`src/rtl/xwin_pkg.sv`:
```
package xwin_pkg;

  localparam int XW_EA_W = 16;
  localparam int XW_PG_W = 10;
  localparam int XW_XA_W = (XW_PG_W - 1) + (XW_EA_W - 1);
  localparam int XW_DW   = 16;
  localparam int XW_RW   = 2 * XW_DW;

  localparam logic [1:0] SZ_BYTE  = 2'd0;
  localparam logic [1:0] SZ_WORD  = 2'd1;
  localparam logic [1:0] SZ_DWORD = 2'd2;

  typedef enum logic [1:0] {
    TGT_LOCAL = 2'd0,
    TGT_EXT   = 2'd1,
    TGT_ALT   = 2'd2
  } xw_tgt_e;

  // page bits sit directly above the in-window offset
  function automatic logic [XW_XA_W-1:0] xw_xlate(input logic [XW_PG_W-2:0] pg,
                                                  input logic [XW_EA_W-1:0] ea);
    return {pg, ea[XW_EA_W-2:0]};
  endfunction

  // byte reads keep bit 0, wider reads are word aligned
  function automatic logic [XW_EA_W-1:0] xw_align(input logic [XW_EA_W-1:0] ea,
                                                  input logic [1:0] sz);
    return (sz == SZ_BYTE) ? ea : {ea[XW_EA_W-1:1], 1'b0};
  endfunction

  // pointer advance stays inside the low 15 bits
  function automatic logic [XW_EA_W-1:0] xw_step(input logic [XW_EA_W-1:0] ea,
                                                 input logic [1:0] sz);
    logic [XW_EA_W-2:0] lo;
    lo = ea[XW_EA_W-2:0] + ((sz == SZ_BYTE) ? 15'd1 : 15'd2);
    return {ea[XW_EA_W-1], lo};
  endfunction

  function automatic logic [1:0] xw_lanes(input logic lane, input logic [1:0] sz);
    if (sz != SZ_BYTE) return 2'b11;
    return lane ? 2'b10 : 2'b01;
  endfunction

  function automatic logic [XW_DW-1:0] xw_pick(input logic [XW_DW-1:0] w,
                                               input logic lane,
                                               input logic [1:0] sz);
    if (sz != SZ_BYTE) return w;
    return lane ? {8'h00, w[15:8]} : {8'h00, w[7:0]};
  endfunction

endpackage

```
`src/rtl/xwin_page_reg.sv`:
```
module xwin_page_reg
  import xwin_pkg::*;
(
  input  logic               clk,
  input  logic               rst,
  input  logic               we,
  input  logic [XW_PG_W-1:0] wdata,
  output logic [XW_PG_W-1:0] page
);

  logic [XW_PG_W-1:0] page_q;

  always_ff @(posedge clk) begin
    if (rst)     page_q <= '0;
    else if (we) page_q <= wdata;
  end

  assign page = page_q;

  a_r1_page_cleared: assert property (@(posedge clk) disable iff (rst)
    $past(rst) |-> (page_q == '0));

endmodule

```
`src/rtl/xwin_target_dec.sv`:
```
module xwin_target_dec
  import xwin_pkg::*;
(
  input  logic    win_bit,
  input  logic    alt_bit,
  output xw_tgt_e tgt
);

  always_comb begin
    if (!win_bit)     tgt = TGT_LOCAL;
    else if (alt_bit) tgt = TGT_ALT;
    else              tgt = TGT_EXT;
  end

endmodule

```
`src/rtl/xwin_seq.sv`:
```
module xwin_seq
  import xwin_pkg::*;
#(
  parameter int REP_W = 8
) (
  input  logic               clk,
  input  logic               rst,
  input  logic               rd_req,
  input  logic [XW_EA_W-1:0] rd_addr,
  input  logic [1:0]         rd_size,
  input  logic [REP_W-1:0]   rd_rep,
  input  logic [XW_PG_W-2:0] req_pg,
  input  xw_tgt_e            req_tgt,
  input  logic               mem_rvalid,
  output logic               busy,
  output logic [XW_EA_W-1:0] act_ea,
  output logic [1:0]         act_sz,
  output xw_tgt_e            act_tgt,
  output logic [XW_PG_W-2:0] act_pg,
  output logic               beat_go,
  output logic               last_beat,
  output logic               win_accept
);

  typedef enum logic {ST_IDLE, ST_XFER} st_e;

  st_e                st_q;
  logic [XW_EA_W-1:0] ea_q;
  logic [1:0]         sz_q;
  xw_tgt_e            tgt_q;
  logic [XW_PG_W-2:0] pg_q;
  logic [REP_W-1:0]   rep_q;
  logic               half_q;

  logic               idle;
  logic               act_half;
  logic [REP_W-1:0]   act_rep;
  logic               is_dw;
  logic               done_all;

  always_comb begin
    idle       = (st_q == ST_IDLE);
    act_ea     = idle ? rd_addr : ea_q;
    act_sz     = idle ? rd_size : sz_q;
    act_tgt    = idle ? req_tgt : tgt_q;
    act_pg     = idle ? req_pg  : pg_q;
    act_rep    = idle ? rd_rep  : rep_q;
    act_half   = idle ? 1'b0    : half_q;
    // local reads complete in the accept cycle; window reads wait one cycle
    if (idle)                  beat_go = rd_req && (req_tgt == TGT_LOCAL);
    else if (tgt_q == TGT_EXT) beat_go = mem_rvalid;
    else                       beat_go = 1'b1;
    is_dw      = (act_sz == SZ_DWORD);
    last_beat  = beat_go && (!is_dw || act_half);
    done_all   = last_beat && (act_rep == '0);
    win_accept = idle && rd_req && (req_tgt != TGT_LOCAL);
  end

  always_ff @(posedge clk) begin
    if (rst) begin
      st_q   <= ST_IDLE;
      ea_q   <= '0;
      sz_q   <= SZ_BYTE;
      tgt_q  <= TGT_LOCAL;
      pg_q   <= '0;
      rep_q  <= '0;
      half_q <= 1'b0;
    end else begin
      if (idle && rd_req) begin
        ea_q   <= rd_addr;
        sz_q   <= rd_size;
        tgt_q  <= req_tgt;
        pg_q   <= req_pg;
        rep_q  <= rd_rep;
        half_q <= 1'b0;
      end
      if (beat_go) begin
        ea_q   <= xw_step(act_ea, act_sz);
        half_q <= is_dw && !act_half;
        if (last_beat) rep_q <= act_rep - 1'b1;
      end
      if (idle && rd_req && !done_all) st_q <= ST_XFER;
      else if (!idle && done_all)      st_q <= ST_IDLE;
    end
  end

  assign busy = !idle;

  // address frozen while extended memory has not answered
  a_r10_hold_addr: assert property (@(posedge clk) disable iff (rst)
    (!idle && tgt_q == TGT_EXT && !mem_rvalid) |=> (ea_q == $past(ea_q)) && (st_q == ST_XFER));

  // window bit of the pointer never changes inside a burst
  a_r13_msb_kept: assert property (@(posedge clk) disable iff (rst)
    (!idle && $past(st_q == ST_XFER)) |-> (ea_q[XW_EA_W-1] == $past(ea_q[XW_EA_W-1])));

endmodule

```
`src/rtl/xwin_resp.sv`:
```
module xwin_resp
  import xwin_pkg::*;
(
  input  logic             clk,
  input  logic             rst,
  input  logic             beat_go,
  input  logic             last_beat,
  input  logic [1:0]       act_sz,
  input  logic             lane,
  input  logic [XW_DW-1:0] word_in,
  output logic             rsp_valid,
  output logic [XW_RW-1:0] rsp_data
);

  logic [XW_DW-1:0] lo_q;
  logic             vld_q;
  logic [XW_RW-1:0] dat_q;

  always_ff @(posedge clk) begin
    if (rst) begin
      lo_q  <= '0;
      vld_q <= 1'b0;
      dat_q <= '0;
    end else begin
      vld_q <= last_beat;
      if (beat_go && !last_beat) lo_q <= word_in;
      if (last_beat) begin
        if (act_sz == SZ_DWORD) dat_q <= {word_in, lo_q};
        else                    dat_q <= {{XW_DW{1'b0}}, xw_pick(word_in, lane, act_sz)};
      end
    end
  end

  assign rsp_valid = vld_q;
  assign rsp_data  = dat_q;

  // byte results never carry data above bit 7
  a_r7_byte_zero_ext: assert property (@(posedge clk) disable iff (rst)
    (last_beat && act_sz == SZ_BYTE) |=> (rsp_data[XW_RW-1:8] == '0));

endmodule

```
`src/rtl/xwin_read_unit.sv`:
```
module xwin_read_unit
  import xwin_pkg::*;
#(
  parameter int REP_W = 8
) (
  input  logic               clk,
  input  logic               rst,
  input  logic               page_we,
  input  logic [XW_PG_W-1:0] page_wdata,
  input  logic               rd_req,
  input  logic [XW_EA_W-1:0] rd_addr,
  input  logic [1:0]         rd_size,
  input  logic [REP_W-1:0]   rd_rep,
  output logic               rd_ready,
  output logic               rsp_valid,
  output logic [XW_RW-1:0]   rsp_data,
  output logic               local_sel,
  output logic [XW_EA_W-1:0] local_addr,
  input  logic [XW_DW-1:0]   local_rdata,
  output logic               mem_req,
  output logic [XW_XA_W-1:0] mem_addr,
  output logic [1:0]         mem_be,
  input  logic               mem_rvalid,
  input  logic [XW_DW-1:0]   mem_rdata,
  output logic               alt_sel,
  input  logic [XW_DW-1:0]   alt_rdata
);

  logic [XW_PG_W-1:0] page;
  xw_tgt_e            req_tgt;
  logic               busy;
  logic [XW_EA_W-1:0] act_ea;
  logic [1:0]         act_sz;
  xw_tgt_e            act_tgt;
  logic [XW_PG_W-2:0] act_pg;
  logic               beat_go;
  logic               last_beat;
  logic               win_accept;
  logic [XW_DW-1:0]   beat_word;

  xwin_page_reg i_page (
    .clk(clk), .rst(rst), .we(page_we), .wdata(page_wdata), .page(page)
  );

  xwin_target_dec i_dec (
    .win_bit(rd_addr[XW_EA_W-1]), .alt_bit(page[XW_PG_W-1]), .tgt(req_tgt)
  );

  xwin_seq #(.REP_W(REP_W)) i_seq (
    .clk(clk), .rst(rst), .rd_req(rd_req), .rd_addr(rd_addr), .rd_size(rd_size),
    .rd_rep(rd_rep), .req_pg(page[XW_PG_W-2:0]), .req_tgt(req_tgt),
    .mem_rvalid(mem_rvalid), .busy(busy), .act_ea(act_ea), .act_sz(act_sz),
    .act_tgt(act_tgt), .act_pg(act_pg), .beat_go(beat_go), .last_beat(last_beat),
    .win_accept(win_accept)
  );

  always_comb begin
    case (act_tgt)
      TGT_LOCAL: beat_word = local_rdata;
      TGT_EXT:   beat_word = mem_rdata;
      default:   beat_word = alt_rdata;
    endcase
  end

  xwin_resp i_resp (
    .clk(clk), .rst(rst), .beat_go(beat_go), .last_beat(last_beat),
    .act_sz(act_sz), .lane(act_ea[0]), .word_in(beat_word),
    .rsp_valid(rsp_valid), .rsp_data(rsp_data)
  );

  assign rd_ready   = !busy;
  assign local_sel  = (busy || rd_req) && (act_tgt == TGT_LOCAL);
  assign local_addr = xw_align(act_ea, act_sz);
  assign mem_req    = busy && (act_tgt == TGT_EXT);
  assign alt_sel    = busy && (act_tgt == TGT_ALT);
  assign mem_addr   = xw_xlate(act_pg, xw_align(act_ea, act_sz));
  assign mem_be     = xw_lanes(act_ea[0], act_sz);

  a_r1_quiet_after_reset: assert property (@(posedge clk) disable iff (rst)
    $past(rst) |-> (!mem_req && !alt_sel && !rsp_valid && rd_ready));

  a_r3_local_exclusive: assert property (@(posedge clk) disable iff (rst)
    local_sel |-> (!mem_req && !alt_sel));

  a_r4_alt_no_request: assert property (@(posedge clk) disable iff (rst)
    alt_sel |-> !mem_req);

  a_r5_window_overhead: assert property (@(posedge clk) disable iff (rst)
    win_accept |=> !rsp_valid);

  a_r8_word_aligned: assert property (@(posedge clk) disable iff (rst)
    (mem_req && mem_be == 2'b11) |-> !mem_addr[0]);

  a_r10_req_held: assert property (@(posedge clk) disable iff (rst)
    (mem_req && !mem_rvalid) |=> (mem_req && $stable(mem_addr)));

endmodule

```
`config.mk`:
```
export PLATFORM = sky130hd
export DESIGN_NAME = xwin_read_unit
export DESIGN_NICKNAME = d
export VERILOG_FILES = /design/src/rtl/xwin_pkg.sv /design/src/rtl/xwin_page_reg.sv /design/src/rtl/xwin_target_dec.sv /design/src/rtl/xwin_seq.sv /design/src/rtl/xwin_resp.sv /design/src/rtl/xwin_read_unit.sv
export SDC_FILE = /design/constraint.sdc
export NUM_CORES = 1
export LEC_CHECK = 0
export ABC_AREA = 1
export BUFFER_PORTS_ARGS = -buffer_cell sky130_fd_sc_hd__buf_2
export CAP_MARGIN = 20
export CORE_MARGIN = 1
export CORE_UTILIZATION = 30
export DETAILED_ROUTE_END_ITERATION = 10
export PLACE_DENSITY = 0.63
export SYNTH_ARGS = -nofsm -noshare
export SYNTH_HDL_FRONTEND = slang
export SYNTH_SLANG_ARGS = --single-unit
```
`constraint.sdc`:
```
create_clock -name clk -period 2.4 [get_ports clk]
set_input_delay 0.12 -clock clk [delete_from_list [all_inputs] [get_ports clk]]
set_output_delay 0.12 -clock clk [all_outputs]
set_load 0.01 [all_outputs]
```
==> results by group, run 1 <==
Synthesis
  • Yosys top cell area share: between 30 and 40%
  • Main synth FF type: dfxtp_1
  • Mapped cell area: around 5300 µm²
  • Most numerous cell in the Yosys netlist: nand2_1
  • Async S/R FF share, synth: 0%
  • Syn_nets: 924
  • Seq/Total Area, Yosys: a little under two fifths
  • Top post-synthesis cells by area: dfxtp_1 (37%), nand2_1 (21%), o21ai_0 (6.8%), nor2_1 (5.0%), a21oi_1 (4.6%)
  • Post-synth EDFFs: 0
  • Distinct cells, synth: 39
  • Warnings, synthesis: 0
  • Cells after Synth: 828
  • Syn avg cell area: ~6.4 µm²
  • Area leader, netlist: dfxtp_1
  • Most frequent cells after synthesis: nand2_1 (297), dfxtp_1 (98), o21ai_0 (72), nor2_1 (71), inv_1 (64)
  • Synth Register Bits: 98

Finish
  • Design area: between 6000 and 7000 µm²
  • Number of nets in the layout: between 1,000 and 1,500
  • Antenna fix cells: 0
  • Area Growth Syn to Fin: 25.6%
  • Layout cell share with drive strength beyond 1: 22.8%

Worst setup path
  • Reg2Reg Setup Slack: between 150 and 200 ps
  • Worst R2R Path Depth: 13
  • Worst endpoint data arrival time: 2460 ps
  • CP Launch Type: flip-flop
  • CP Data Required Time: 2640 ps
  • CP endpoint kind: flip-flop
  • R2r endpoint: i_seq.ea_q[10]
  • CP max FO: 4
  • Reg2reg start: i_seq.busy
  • Kind of critical path: reg -> reg

Clock network
  • Post-CTS Setup Bufs: 0
  • CTS root buf: clkbuf_16
  • Clock Latency Late Sink: 340 ps
  • Clk pin slew, worst setup/hold paths: about 70 ps
  • Clk buf depth: 2
  • Clock Sink Count: about 100
  • CTS H-tree depth: 3
  • CTS Buf Count: 9
  • CTS tree: done

STA
  • RSZ-0062 raised after global routing: no
  • Crit share post-route: roughly 93%
  • Worst-Margin Slew: between 500 and 600 ps
  • Slew margin rel.: about three fifths
  • Setup_tns: 0 ps
  • Fmax: between 0.4 and 0.5 GHz
  • Final WS setup: ~180 ps
  • Fin crit period: approximately 2200 ps
  • Final Hold Vio Count: 0
  • Setup violators final: 0
  • Final Skew: between 4 and 5 ps
  • Fin. max-slew vios: 0

Hold path
  • Hold EP: i_page.page[1]
  • Hold Path Class: in -> reg
  • Hold path depth: 3
  • Worst Hold Launch: page_wdata[1]

Drt
  • Vias/cell: 4.66
  • TritonRoute pass-1 iters: 5
  • Drt drc: 0
  • Vias: approximately 5,700
  • Drt total wl: 16.1 mm
  • WL/cell: between 10 and 15 µm
  • ANT nets after route: 0
  • Drt initial violations: around 330

Placed design
  • DP Worst Slack: about 140 ps
  • DP HPWL: roughly 12 mm
  • Placed inst area: around 6300 µm²
  • Placer congestion estimate: between 0.8 and 0.9
  • Port bufs: about 170

Floorplanning
  • Die Wd: 135 µm
  • Die Ht: around 140 µm
  • Initial Util: a little under a third
  • Row count: between 40 and 50
  • I/O pins: roughly 170
  • Die area: roughly 18,000 µm²
  • Core ar.: 17,300 µm²

Power and ir drop
  • Overall Power: about 4.2 mW
  • Static Leak: ~3.2 nW
  • Peak supply drop: around 0.36 mV
  • PwrDens: 635 nW/µm²

Global route
  • GRT overflow: 0
  • Initial antenna violation count: 0
  • Global-route wire length before repair: roughly 26 mm
  • Number of global-route vias before repair: 4,940
  • GRT Overall Usage: between 15 and 20%
  • Largest net degree at the start of global routing: between 40 and 50

Job
  • Maxcap violations: 0

Status
  • Status: complete, no violations
[state kept, by name, summed over array words and instances (netlist names)]
register / cells
i_page.page: 10
i_resp.lo_q: 16
i_resp.rsp_data: 32
i_resp.rsp_valid: 1
i_seq.busy: 1
i_seq.ea_q: 16
i_seq.half_q: 1
i_seq.pg_q: 9
i_seq.rep_q: 8
i_seq.sz_q: 2
i_seq.tgt_q: 2
[routing by layer]
| layer | vias to the layer above | wire length [µm] | GRT usage, % |
|---|---|---|---|
| met4 | 0 | 295 | 6.43 |
| met2 | 175 | 7060 | 27.5 |
| met5 | - | 0 | 0 |
| met1 | 2524 | 7790 | 25.1 |
| met3 | 15 | 1010 | 3.18 |
| li1 | 2944 | - | - |
[where the power goes]
| part | switching [mW] | total [mW] | leakage (nW) | internal, mW |
|---|---|---|---|---|
| logic | 0.680 | 1.07 | 2.30 | 0.387 |
| clock network | 0.613 | 1.37 | 0.132 | 0.754 |
| registers | 0.0536 | 1.81 | 0.805 | 1.76 |
| total | 1.35 | 4.25 | 3.24 | 2.90 |
[repair_timing]
| action | 4_1_cts | 5_1_grt |
|---|---|---|
| hold buffers | 9 | 0 |
| hold endpoints to repair | 9 | 0 |
| gates resized for setup | 0 | 2 |
| endpoints found under the setup margin | 0 | 5 |
[kinds of logic after synthesis]
logic type	count (synthesis)	share of synthesized area, %
DFF	98	36.8
adders and majority gates	7	1.78
buffers and inverters	125	10.8
AOI/OAI and AO/OA	159	16.4
xor gates and xnor gates	9	1.48
and+or+nand+nor	430	32.7
[through the flow]
step	utilization [%]	hold WS, ps	cells
2_1_floorplan	-	255	828
3_3_place_gp	36.5	343	1189
3_5_place_dp	36.5	346	1189
4_1_cts	38.6	0.136	1213
5_1_grt	38.7	46.8	1213
6_report	38.7	13.8	1213
[how the worst max path moves through the flow]
stage | startpoint | end | slack (ps) | cells past startpoint
detailed placement | i_seq.busy | i_seq.ea_q[10] | 140 | 13
floorplan | i_seq.busy | i_seq.ea_q[10] | 5 | 14
global placement | i_seq.busy | i_seq.ea_q[10] | 180 | 13
finish | i_seq.busy | i_seq.ea_q[10] | 180 | 13
CTS | i_seq.busy | i_seq.ea_q[10] | 130 | 13
global route | i_seq.busy | i_seq.ea_q[7] | 4 | 13
[final cells by class]
cell class                      count  area, µm²
Clock buffer                       13        260
Clock inverter                      2       12.5
Fill cell                        1917      10600
Inverter                           69        262
Multi-Input combinational cell    605       2800
Sequential cell                    98       1960
Tap cell                          225        282
Timing Repair Buffer              201       1110
[worst max-delay path, cell delays in order, from the launching register on]
cell	delay [ps]
dfxtp_1	340
inv_2	60
o21ai_1	200
inv_1	100
nand2_1	100
inv_1	60
ha_1	220
fa_1	470
nand3_2	130
inv_1	80
nand2_1	90
nor2_1	50
xnor2_1	140
a21oi_1	70
[layout by cell type (no fill, tap or decap), types with 6 or more instances in the layout]
cell | Yosys | final
dfxtp_1 | 98 | 98
ha_1 | 6 | 6
buf_2 | 14 | 167
inv_1 | 64 | 64
nand2_1 | 297 | 297
a21oi_1 | 49 | 49
nand3_1 | 38 | 37
nor2_1 | 71 | 70
buf_4 | 19 | 25
clkbuf_16 | 0 | 9
o21ai_1 | 6 | 6
nand4_1 | 7 | 7
dlygate4sd3_1 | 0 | 9
xnor2_1 | 6 | 6
o21ai_0 | 72 | 72
a211oi_1 | 17 | 17
No activity file was read; power rests on OpenSTA's default activity.
==> run 2: changes to the inputs <==
Settings changed: CORE_MARGIN 1 to unset, PLACE_DENSITY 0.63 to 0.61.
Clock period 2.4 ns to 2.85 ns, I/O delays scaled along.
==> results by group, run 2 (synthesized netlist as in run 1, its figures left out) <==
Finish
  • Area Growth Syn to Fin: 23.7%
  • Max reg flops: 32 (unchanged)
  • Number of nets in the layout: 1,062 (-1.7%)
  • Most frequent cells in the layout: nand2_1 (296), buf_2 (167), dfxtp_1 (98)
  • Layout fillers: 1,907 (-0.52%)
  • Layout cell share with drive strength beyond 1: 22.0% (-0.73 points)
  • Design area: 6590 µm² (-1.4%)
  • Antenna fix cells: 0 (unchanged)
  • Commonest non-fill, non-tap cell in the layout: nand2_1

Power and ir drop
  • Overall Power: 3.75 mW (-12%)
  • Static Leak: 3.18 nW (-1.8%)
  • PwrDens: 570 nW/µm² (-10%)
  • Peak supply drop: 0.306 mV (-14%)

STA
  • Setup violators final: 0 (unchanged)
  • Setup_tns: 0 ps (unchanged)
  • Slew margin rel.: 40.0% (-22 points)
  • Final Skew: 7.91 ps (+3.10 ps)
  • Crit share post-route: 88.6% (-4.1 points)
  • Fin crit period: 2520 ps (+299 ps)
  • Final Hold Vio Count: 0 (unchanged)
  • Worst-Margin Slew: 900 ps (+332 ps)
  • Fin. max-slew vios: 0 (unchanged)
  • RSZ-0062 raised after global routing: no
  • Fmax: 0.396 GHz (-12%)

Placed design
  • DP HPWL: 11.4 mm (-0.75%)
  • Port bufs: 167 (unchanged)
  • Placer congestion estimate: 0.852 (+2.9%)
  • Placed inst area: 6220 µm² (-1.5%)

Global route
  • GRT overflow: 0 (unchanged)
  • Largest net degree at the start of global routing: 45 (+2.3%)
  • Global-route wire length before repair: 25.8 mm (+0.89%)
  • Number of global-route vias before repair: 4,970 (+0.61%)
  • GRT Overall Usage: 18.1% (+0.16 points)
  • Initial antenna violation count: 0 (unchanged)

Clock network
  • Post-CTS Setup Bufs: 0 (unchanged)
  • CTS root buf: clkbuf_16
  • Clock Latency Late Sink: 360 ps (+20 ps)
  • Clk pin slew, worst setup/hold paths: 70 ps (about the same)
  • CTS H-tree depth: 3 (unchanged)
  • CTS tree: done
  • Clk buf depth: 2 (unchanged)
  • Clock Sink Count: 98 (unchanged)
  • CTS Buf Count: 9 (unchanged)

Drt
  • Drt total wl: 16.2 mm (+0.35%)
  • Drt initial violations: 351 (+5.1%)
  • WL/cell: 13.5 µm (+1.8%)
  • Vias/cell: 4.67 (about the same)
  • TritonRoute pass-1 iters: 5 (unchanged)
  • Drt drc: 0 (unchanged)
  • ANT nets after route: 0 (unchanged)
  • Vias: 5,584 (-1.3%)

Worst setup path
  • Kind of critical path: reg -> reg
  • Worst R2R Path Depth: 13 (unchanged)
  • CP Data Required Time: 3130 ps (+490 ps)
  • CP Launch Type: flip-flop
  • Reg2reg start: i_seq.busy
  • Worst Setup SP: i_seq.busy
  • CP endpoint kind: flip-flop
  • Worst endpoint data arrival time: 2810 ps (+350 ps)
  • CP max FO: 18 (+14)

Floorplanning
  • Die Ht: 135 µm (unchanged)
  • I/O pins: 168 (unchanged)
  • Row count: 48 (unchanged)
  • Die area: 18,300 µm² (unchanged)
  • Core ar.: 17,300 µm² (unchanged)
  • Die Wd: 135 µm (unchanged)
  • Initial Util: 30.8% (unchanged)

Hold path
  • Hold path depth: 3 (unchanged)
  • Worst Hold Launch: page_wdata[8]
  • Hold Path Class: in -> reg

Status
  • Status: complete, no violations

Job
  • Maxcap violations: 0 (unchanged)
run 2: per-stage QoR:
| stage | utilization [%] | hold slack [ps] | setup WS [ps] | std cells |
|---|---|---|---|---|
| finish | 38.1 | 10.8 | 326 | 1196 |
| global route | 38.1 | 14.2 | 48.5 | 1196 |
| CTS | 38.1 | 1.31 | 261 | 1196 |
| detailed placement | 36.0 | 370 | 277 | 1176 |
| global placement | 36.0 | 365 | 327 | 1176 |
| floorplan | - | 277 | 455 | 828 |
run 2: worst max-delay path, stage by stage, from the launching register on:
cell and delay, ps:
dfxtp_1 360, buf_4 260, o21ai_0 190, nand2_2 170, inv_1 90, ha_1 260
fa_1 480, nand3_1 170, inv_1 90, nand2_1 90, nand2_1 50, nand3_1 80
nand2_1 50, a21oi_1 120
run 2: report_power, final:
part	switching (mW)	internal, mW	total, mW
clock network	0.561	0.795	1.36
logic	0.569	0.303	0.873
registers	0.0455	1.48	1.53
run 2: cell type report:
class / instances / area, µm² / share of cell area (%)
repair buffers: 183 / 966 / 14.7
flip-flops and latches: 98 / 1960 / 29.8
inverters: 69 / 262 / 3.97
clock buffers: 10 / 239 / 3.62
well taps: 225 / 282 / 4.27
clock inverters: 6 / 90.1 / 1.37
multi-input cells: 605 / 2790 / 42.4
run 2: final timing paths:
| kind | endpoint | slack [ps] |
|---|---|---|
| min | i_page.page[8] | 10 |
| min reg2reg | i_seq.pg_q[6] | 450 |
| max | i_seq.ea_q[8] | 330 |
| max reg2reg | i_seq.ea_q[8] | 330 |
run 2: what timing repair did:
| action | CTS | global route |
|---|---|---|
| hold buffers | 4 | 0 |
| gates resized for setup | 0 | 1 |
| setup endpoints to repair | 0 | 1 |
| hold endpoints to repair | 4 | 0 |
run 2: per-layer routing:
layer  track usage, %  wire length (µm)  up-vias
met5                0                 0        -
met2             28.8              7280      173
met4             4.37               150        0
met3             4.41              1030       11
met1             24.5              7750     2487
li1                 -                 -     2913
